==> config.mk <==
export PLATFORM = sky130hd
export DESIGN_NAME = adc_rd_ctrl
export DESIGN_NICKNAME = d
export VERILOG_FILES = /design/src/rtl/adc_rd_pkg.sv /design/src/rtl/adc_sclk_gen.sv /design/src/rtl/adc_rx_shift.sv /design/src/rtl/adc_rd_ctrl.sv
export SDC_FILE = /design/constraint.sdc
export NUM_CORES = 1
export LEC_CHECK = 0
export ABC_CLOCK_PERIOD_IN_PS = 3250
export BUFFER_PORTS_ARGS = -buffer_cell sky130_fd_sc_hd__buf_4
export CAP_MARGIN = 10
export CORE_ASPECT_RATIO = 0.7
export CORE_UTILIZATION = 53
export DETAILED_ROUTE_END_ITERATION = 16
export GPL_ROUTABILITY_DRIVEN = 0
export PLACE_DENSITY = 0.78
export SKIP_CTS_REPAIR_TIMING = 1
export SYNTH_ARGS = -nofsm -noshare
export SYNTH_HDL_FRONTEND = slang
export SYNTH_HIERARCHICAL = 1
export SYNTH_SLANG_ARGS = --single-unit
export TNS_END_PERCENT = 10
==> constraint.sdc <==
create_clock -name clk -period 3.25 [get_ports clk]
set_clock_uncertainty 0.15 [all_clocks]
set_input_delay 0 -clock clk [delete_from_list [all_inputs] [get_ports clk]]
set_output_delay 0 -clock clk [all_outputs]
set_load 0.01 [all_outputs]
==> src/rtl/adc_rd_pkg.sv <==
package adc_rd_pkg;
    typedef enum logic [2:0] {
        ST_IDLE,
        ST_CONV,
        ST_WAIT_HI,
        ST_WAIT_LO,
        ST_XFER,
        ST_GAP,
        ST_DONE
    } rd_state_t;
endpackage

==> src/rtl/adc_sclk_gen.sv <==
module adc_sclk_gen #(
    parameter int DIV = 2
) (
    input  logic clk,
    input  logic rst_n,
    input  logic en,
    output logic sclk_o,
    output logic fall_o
);
    localparam int CW = $clog2(DIV + 1);

    logic [CW-1:0] cnt;
    logic          sclk_q;

    always_ff @(posedge clk) begin
        if (!rst_n || !en) begin
            cnt    <= '0;
            sclk_q <= 1'b0;
        end else if (cnt == CW'(DIV - 1)) begin
            cnt    <= '0;
            sclk_q <= ~sclk_q;
        end else begin
            cnt <= cnt + 1'b1;
        end
    end

    assign sclk_o = sclk_q;
    assign fall_o = en && sclk_q && (cnt == CW'(DIV - 1));
endmodule

==> src/rtl/adc_rx_shift.sv <==
module adc_rx_shift #(
    parameter int WORD_W = 16,
    parameter int WORDS  = 2
) (
    input  logic                    clk,
    input  logic                    rst_n,
    input  logic                    shift_en,
    input  logic                    din,
    output logic [WORD_W*WORDS-1:0] q
);
    logic [WORD_W-1:0] word_q [WORDS];
    logic              feed   [WORDS];

    for (genvar g = 0; g < WORDS; g++) begin : g_word
        if (g == WORDS - 1) begin : g_last
            assign feed[g] = din;
        end else begin : g_mid
            assign feed[g] = word_q[g+1][WORD_W-1];
        end

        always_ff @(posedge clk) begin
            if (!rst_n) begin
                word_q[g] <= '0;
            end else if (shift_en) begin
                word_q[g] <= {word_q[g][WORD_W-2:0], feed[g]};
            end
        end

        assign q[(WORDS-g)*WORD_W-1 -: WORD_W] = word_q[g];
    end
endmodule

==> src/rtl/adc_rd_ctrl.sv <==
module adc_rd_ctrl
    import adc_rd_pkg::*;
#(
    parameter int CLK_HZ      = 50_000_000,
    parameter int SCLK_MAX_HZ = 17_000_000,
    parameter int SCLK_DIV    = 2,
    parameter int CNV_LEN     = 3,
    parameter int WORD_W      = 16,
    parameter int WORDS       = 2
) (
    input  logic                    clk,
    input  logic                    rst_n,
    input  logic                    tick_i,
    input  logic                    busy_i,
    input  logic                    miso_i,
    input  logic                    ovr_clr_i,
    output logic                    cnv_n_o,
    output logic                    cs_n_o,
    output logic                    sclk_o,
    output logic [WORD_W*WORDS-1:0] result_o,
    output logic                    valid_o,
    output logic                    overrun_o
);
    localparam int TOTAL   = WORD_W * WORDS;
    localparam int BCW     = $clog2(TOTAL + 1);
    localparam int GAP_LEN = 2 * SCLK_DIV;
    localparam int TMAX    = (CNV_LEN > GAP_LEN) ? CNV_LEN : GAP_LEN;
    localparam int TW      = $clog2(TMAX + 1);

    rd_state_t      state, nxt;
    logic [TW-1:0]  tcnt;
    logic [BCW-1:0] bcnt;
    logic           ovr_q;
    logic           sclk_en;
    logic           fall;

    always_ff @(posedge clk) begin
        if (!rst_n) state <= ST_IDLE;
        else        state <= nxt;
    end

    always_comb begin
        nxt = state;
        unique case (state)
            ST_IDLE:    if (tick_i)                         nxt = ST_CONV;
            ST_CONV:    if (tcnt == TW'(CNV_LEN - 1))       nxt = ST_WAIT_HI;
            ST_WAIT_HI: if (busy_i)                         nxt = ST_WAIT_LO;
            ST_WAIT_LO: if (!busy_i)                        nxt = ST_XFER;
            ST_XFER:    if (fall && bcnt == BCW'(TOTAL - 1)) nxt = ST_GAP;
            ST_GAP:     if (tcnt == TW'(GAP_LEN - 1))       nxt = ST_DONE;
            ST_DONE:                                        nxt = ST_IDLE;
            default:                                        nxt = ST_IDLE;
        endcase
    end

    always_ff @(posedge clk) begin
        if (!rst_n || nxt != state) tcnt <= '0;
        else                        tcnt <= tcnt + 1'b1;
    end

    always_ff @(posedge clk) begin
        if (!rst_n || state != ST_XFER) bcnt <= '0;
        else if (fall)                  bcnt <= bcnt + 1'b1;
    end

    always_ff @(posedge clk) begin
        if (!rst_n)                          ovr_q <= 1'b0;
        else if (tick_i && state != ST_IDLE) ovr_q <= 1'b1;
        else if (ovr_clr_i)                  ovr_q <= 1'b0;
    end

    always_comb begin
        cnv_n_o   = 1'b1;
        cs_n_o    = 1'b1;
        valid_o   = 1'b0;
        sclk_en   = 1'b0;
        unique case (state)
            ST_CONV: cnv_n_o = 1'b0;
            ST_XFER: begin
                cs_n_o  = 1'b0;
                sclk_en = 1'b1;
            end
            ST_DONE: valid_o = 1'b1;
            default: ;
        endcase
    end

    assign overrun_o = ovr_q;

    adc_sclk_gen #(.DIV(SCLK_DIV)) u_sclk (
        .clk    (clk),
        .rst_n  (rst_n),
        .en     (sclk_en),
        .sclk_o (sclk_o),
        .fall_o (fall)
    );

    adc_rx_shift #(.WORD_W(WORD_W), .WORDS(WORDS)) u_shift (
        .clk      (clk),
        .rst_n    (rst_n),
        .shift_en (fall),
        .din      (miso_i),
        .q        (result_o)
    );
endmodule

==> flow_metrics.py <==
metrics = {
    "power": {
        "pwr-share-comb_pct": 7.4,
        "swShare_pct": 22.3,
        "p_int_uw": 856,
        "power_switching_uw": 246,
        "p_seq_share_pct": 61.8,
        "clock_power_share_pct": 30.8,
        "power_density_nw_per_um2": 438,
        "leakage_uw": 0.00110,
        "ir_worst_vdd_uv": 274,
    },
    "timing": {
        "setup_viol": 0,
        "min_period_ns": 2.41,
        "tightest_slew_ns": 0.399,
        "hold_viol_final": 0,
        "slew_violations": 0,
        "fmax_ghz": 0.414,
        "slew_headroom_pct": 73.4,
        "rsz0062_at_grt": "no",
        "tns_ns": 0,
        "fin_crit_sh_pct": 74.3,
    },
    "route": {
        "drc": 0,
        "finalWirelength_um": 3940,
        "drtIter0Drc": 86,
        "ant_nets": 0,
        "first_pass_iters": 4,
        "vias_per_cell": 5.34,
        "wl_per_cell_um": 15.4,
        "num_vias": 1366,
    },
    "place": {
        "dp.cells": 243,
        "dp_hpwl_um": 2720,
        "port_buffers": 42,
    },
    "global_route": {
        "grt_max_degree": 39,
        "antenna_found_initial": 0,
        "grt_pass1_wl_um": 6200,
        "first_global_vias": 1271,
        "grt_overflow": 0,
        "grtUsageTotal_pct": 20.5,
    },
    "die": {
        "die_w_um": 76.0,
        "rows": 18,
        "core_area_sq_um": 3600,
        "die_y_um": 53.8,
        "initial_core_util_pct": 56.4,
        "die-area_sq_um": 4090,
        "ios": 43,
    },
    "cells_and_area": {
        "nFillCells": 262,
        "nNetsFinal": 217,
        "layout_common_cells": "44 x buf_4, 33 x and3_2, 32 x edfxtp_1, 16 x dfxtp_1, 9 x nor2_1",
        "final_util_pct": 69.8,
        "final_cell_count_no_fill": 256,
        "drive_gt1_share_pct": 43.2,
        "n_antenna_cell": 0,
        "mostFrequentLayoutCell": "buf_4",
        "seq_area_sq_um": 1280,
        "multi_input_area_sq_um": 683,
        "syn_to_final_growth_pct": 23.8,
    },
    "setup_path": {
        "r2r_end": "tcnt[0]",
        "path_delay_family": "simple AND/OR/NAND/NOR gates",
        "worstPathRequired_ns": 3.28,
        "r2r_start": "state[2]",
        "path_class": "flop to flop",
        "worstSetupStartpointType": "flop",
        "cp.arrival_ns": 2.45,
        "slowest_delay_ns": 0.47,
        "path_buf_inv": 1,
        "r2r_slack_ns": 0.84,
        "cp_cell_sequence": "or3b_4 -> inv_1 -> and3_2 -> nand3_1 -> or4_4 -> a31oi_4 -> nor3_1",
        "worstPathMaxFanout": 15,
        "cp_slowest_cell": "dfxtp_1",
        "reg2regPathDepth": 7,
        "end_kind": "flop",
    },
    "cts": {
        "cts_tree": "done",
        "htreeDepth": 2,
        "cts_made_buffers": 5,
        "clkLatencyLatePin_ns": 0.29,
        "clock_sinks": 48,
        "clkTransAtPathRegs_ns": 0.08,
        "clk_root_buffer_cell": "clkbuf_8",
        "clock_path_buffers": 2,
    },
    "synth": {
        "yosys.area.top_type": "edfxtp_1",
        "yosys_warnings": 6,
        "synthDistinctLibCells": 34,
        "synthCells": 157,
        "yosysSeqAreaShare_pct": 63.1,
        "synthTopCellsByArea": "edfxtp_1 47%, dfxtp_1 16%, and3_2 12%",
        "syn_area_per_cell_sq_um": 12.9,
        "syn-cell-area_sq_um": 2030,
        "synth_ff_type": "edfxtp_1",
        "synth_edf_count": 32,
        "synth-seq-cells": 48,
        "yosysTopAreaCellShare_pct": 47.3,
        "syn_nets": 169,
        "synthArstFlopShare_pct": 0,
    },
    "hold_path": {
        "min_path_cells": 3,
        "holdCritStartpoint": "tick_i",
        "hp-class": "primary input to flop",
        "hold_end": "state[0]",
    },
    "status": {
        "status": "finished, final reports clean",
    },
    "flow_run": {
        "cap_violations": 0,
    },
}
-- worst reg2reg max path: cells and delay by family (launching register included) --
kind	cells	cell delay [ns]
simple gates	5	1.40
flops	1	0.47
buf+inv	1	0.10
compound gates	1	0.18
-- area by class of cell --
| class | instances | share of cell area [%] |
|---|---|---|
| clock buffer | 6 | 2.89 |
| clock inverter | 2 | 0.498 |
| tap | 50 | 2.49 |
| timing repair buffer | 49 | 15.1 |
| multi-input combinational | 95 | 27.2 |
| inverter | 6 | 0.896 |
| sequential | 48 | 50.9 |
-- flip-flops by register name, summed over array words and instances, names as in the netlist --
name and cells:
u_shift/word_q 32, u_sclk/cnt 2, state 3, u_sclk/sclk_o 1
overrun_o 1, tcnt 3, bcnt 6
-- stage by stage --
step,hold slack [ns],area [sq um],total power (uW),setup WS (ns)
5_1_grt,0.00478,2510,1140,0.708
3_5_place_dp,0.122,2380,772,0.865
4_1_cts,-0.190,2460,1100,0.855
3_3_place_gp,0.121,2380,767,0.980
6_report,0.00210,2510,1100,0.835
2_1_floorplan,-0.0339,2030,731,0.833
-- worst max path at each step --
stage	cells after the start	to	from	slack, ns
after floorplan	5	u_shift/word_q[0][0]	state[0]	0.83
after CTS	7	tcnt[0]	state[2]	0.85
after global routing	7	tcnt[0]	state[2]	0.71
after global placement	7	tcnt[1]	state[2]	0.98
after detailed placement	7	tcnt[0]	state[2]	0.87
final	7	tcnt[0]	state[2]	0.84
-- kinds of logic (layout without fill, tap and decap cells) --
| group | after synthesis | count (layout) | synth area share, % |
|---|---|---|---|
| compound gates | 13 | 13 | 5.30 |
| fa+ha+maj | 6 | 6 | 3.69 |
| buf+inv | 14 | 63 | 3.32 |
| xor+xnor | 5 | 5 | 2.16 |
| simple gates | 70 | 70 | 22.0 |
| flops | 48 | 48 | 63.1 |
| mux | 1 | 1 | 0.493 |
-- metal layers --
metal	share of wire, %	up-vias	global-route usage, %	wire (um)
met4	0.30	0	3.85	12
met1	47	675	26.3	1860
li1	-	661	-	-
met2	49	28	35.8	1940
met3	3.3	2	5.93	129
met5	0	-	0	0
-- cells in the mapped netlist, types with 2 or more instances --
cell and count:
and3_2 33, edfxtp_1 32, dfxtp_1 16, nor2_1 9
nand2_1 8, ha_1 6, inv_1 6, nor3_1 5
a21oi_1 4, buf_2 3, clkbuf_2 3, o21ai_0 3
xor2_1 3, buf_4 2, nand3_1 2, nand4_1 2
nor2b_1 2, xnor2_1 2
-- power by group through the flow --
stage | clock [uW] | combinational [uW] | sequential [uW]
2_1_floorplan | 0 | 33.8 | 697
6_report | 339 | 81.0 | 682
3_5_place_dp | 0 | 75.9 | 696
5_1_grt | 370 | 87.5 | 684
3_3_place_gp | 0 | 73.6 | 694
4_1_cts | 344 | 76.2 | 682
Power figures use the tool's default switching activity.
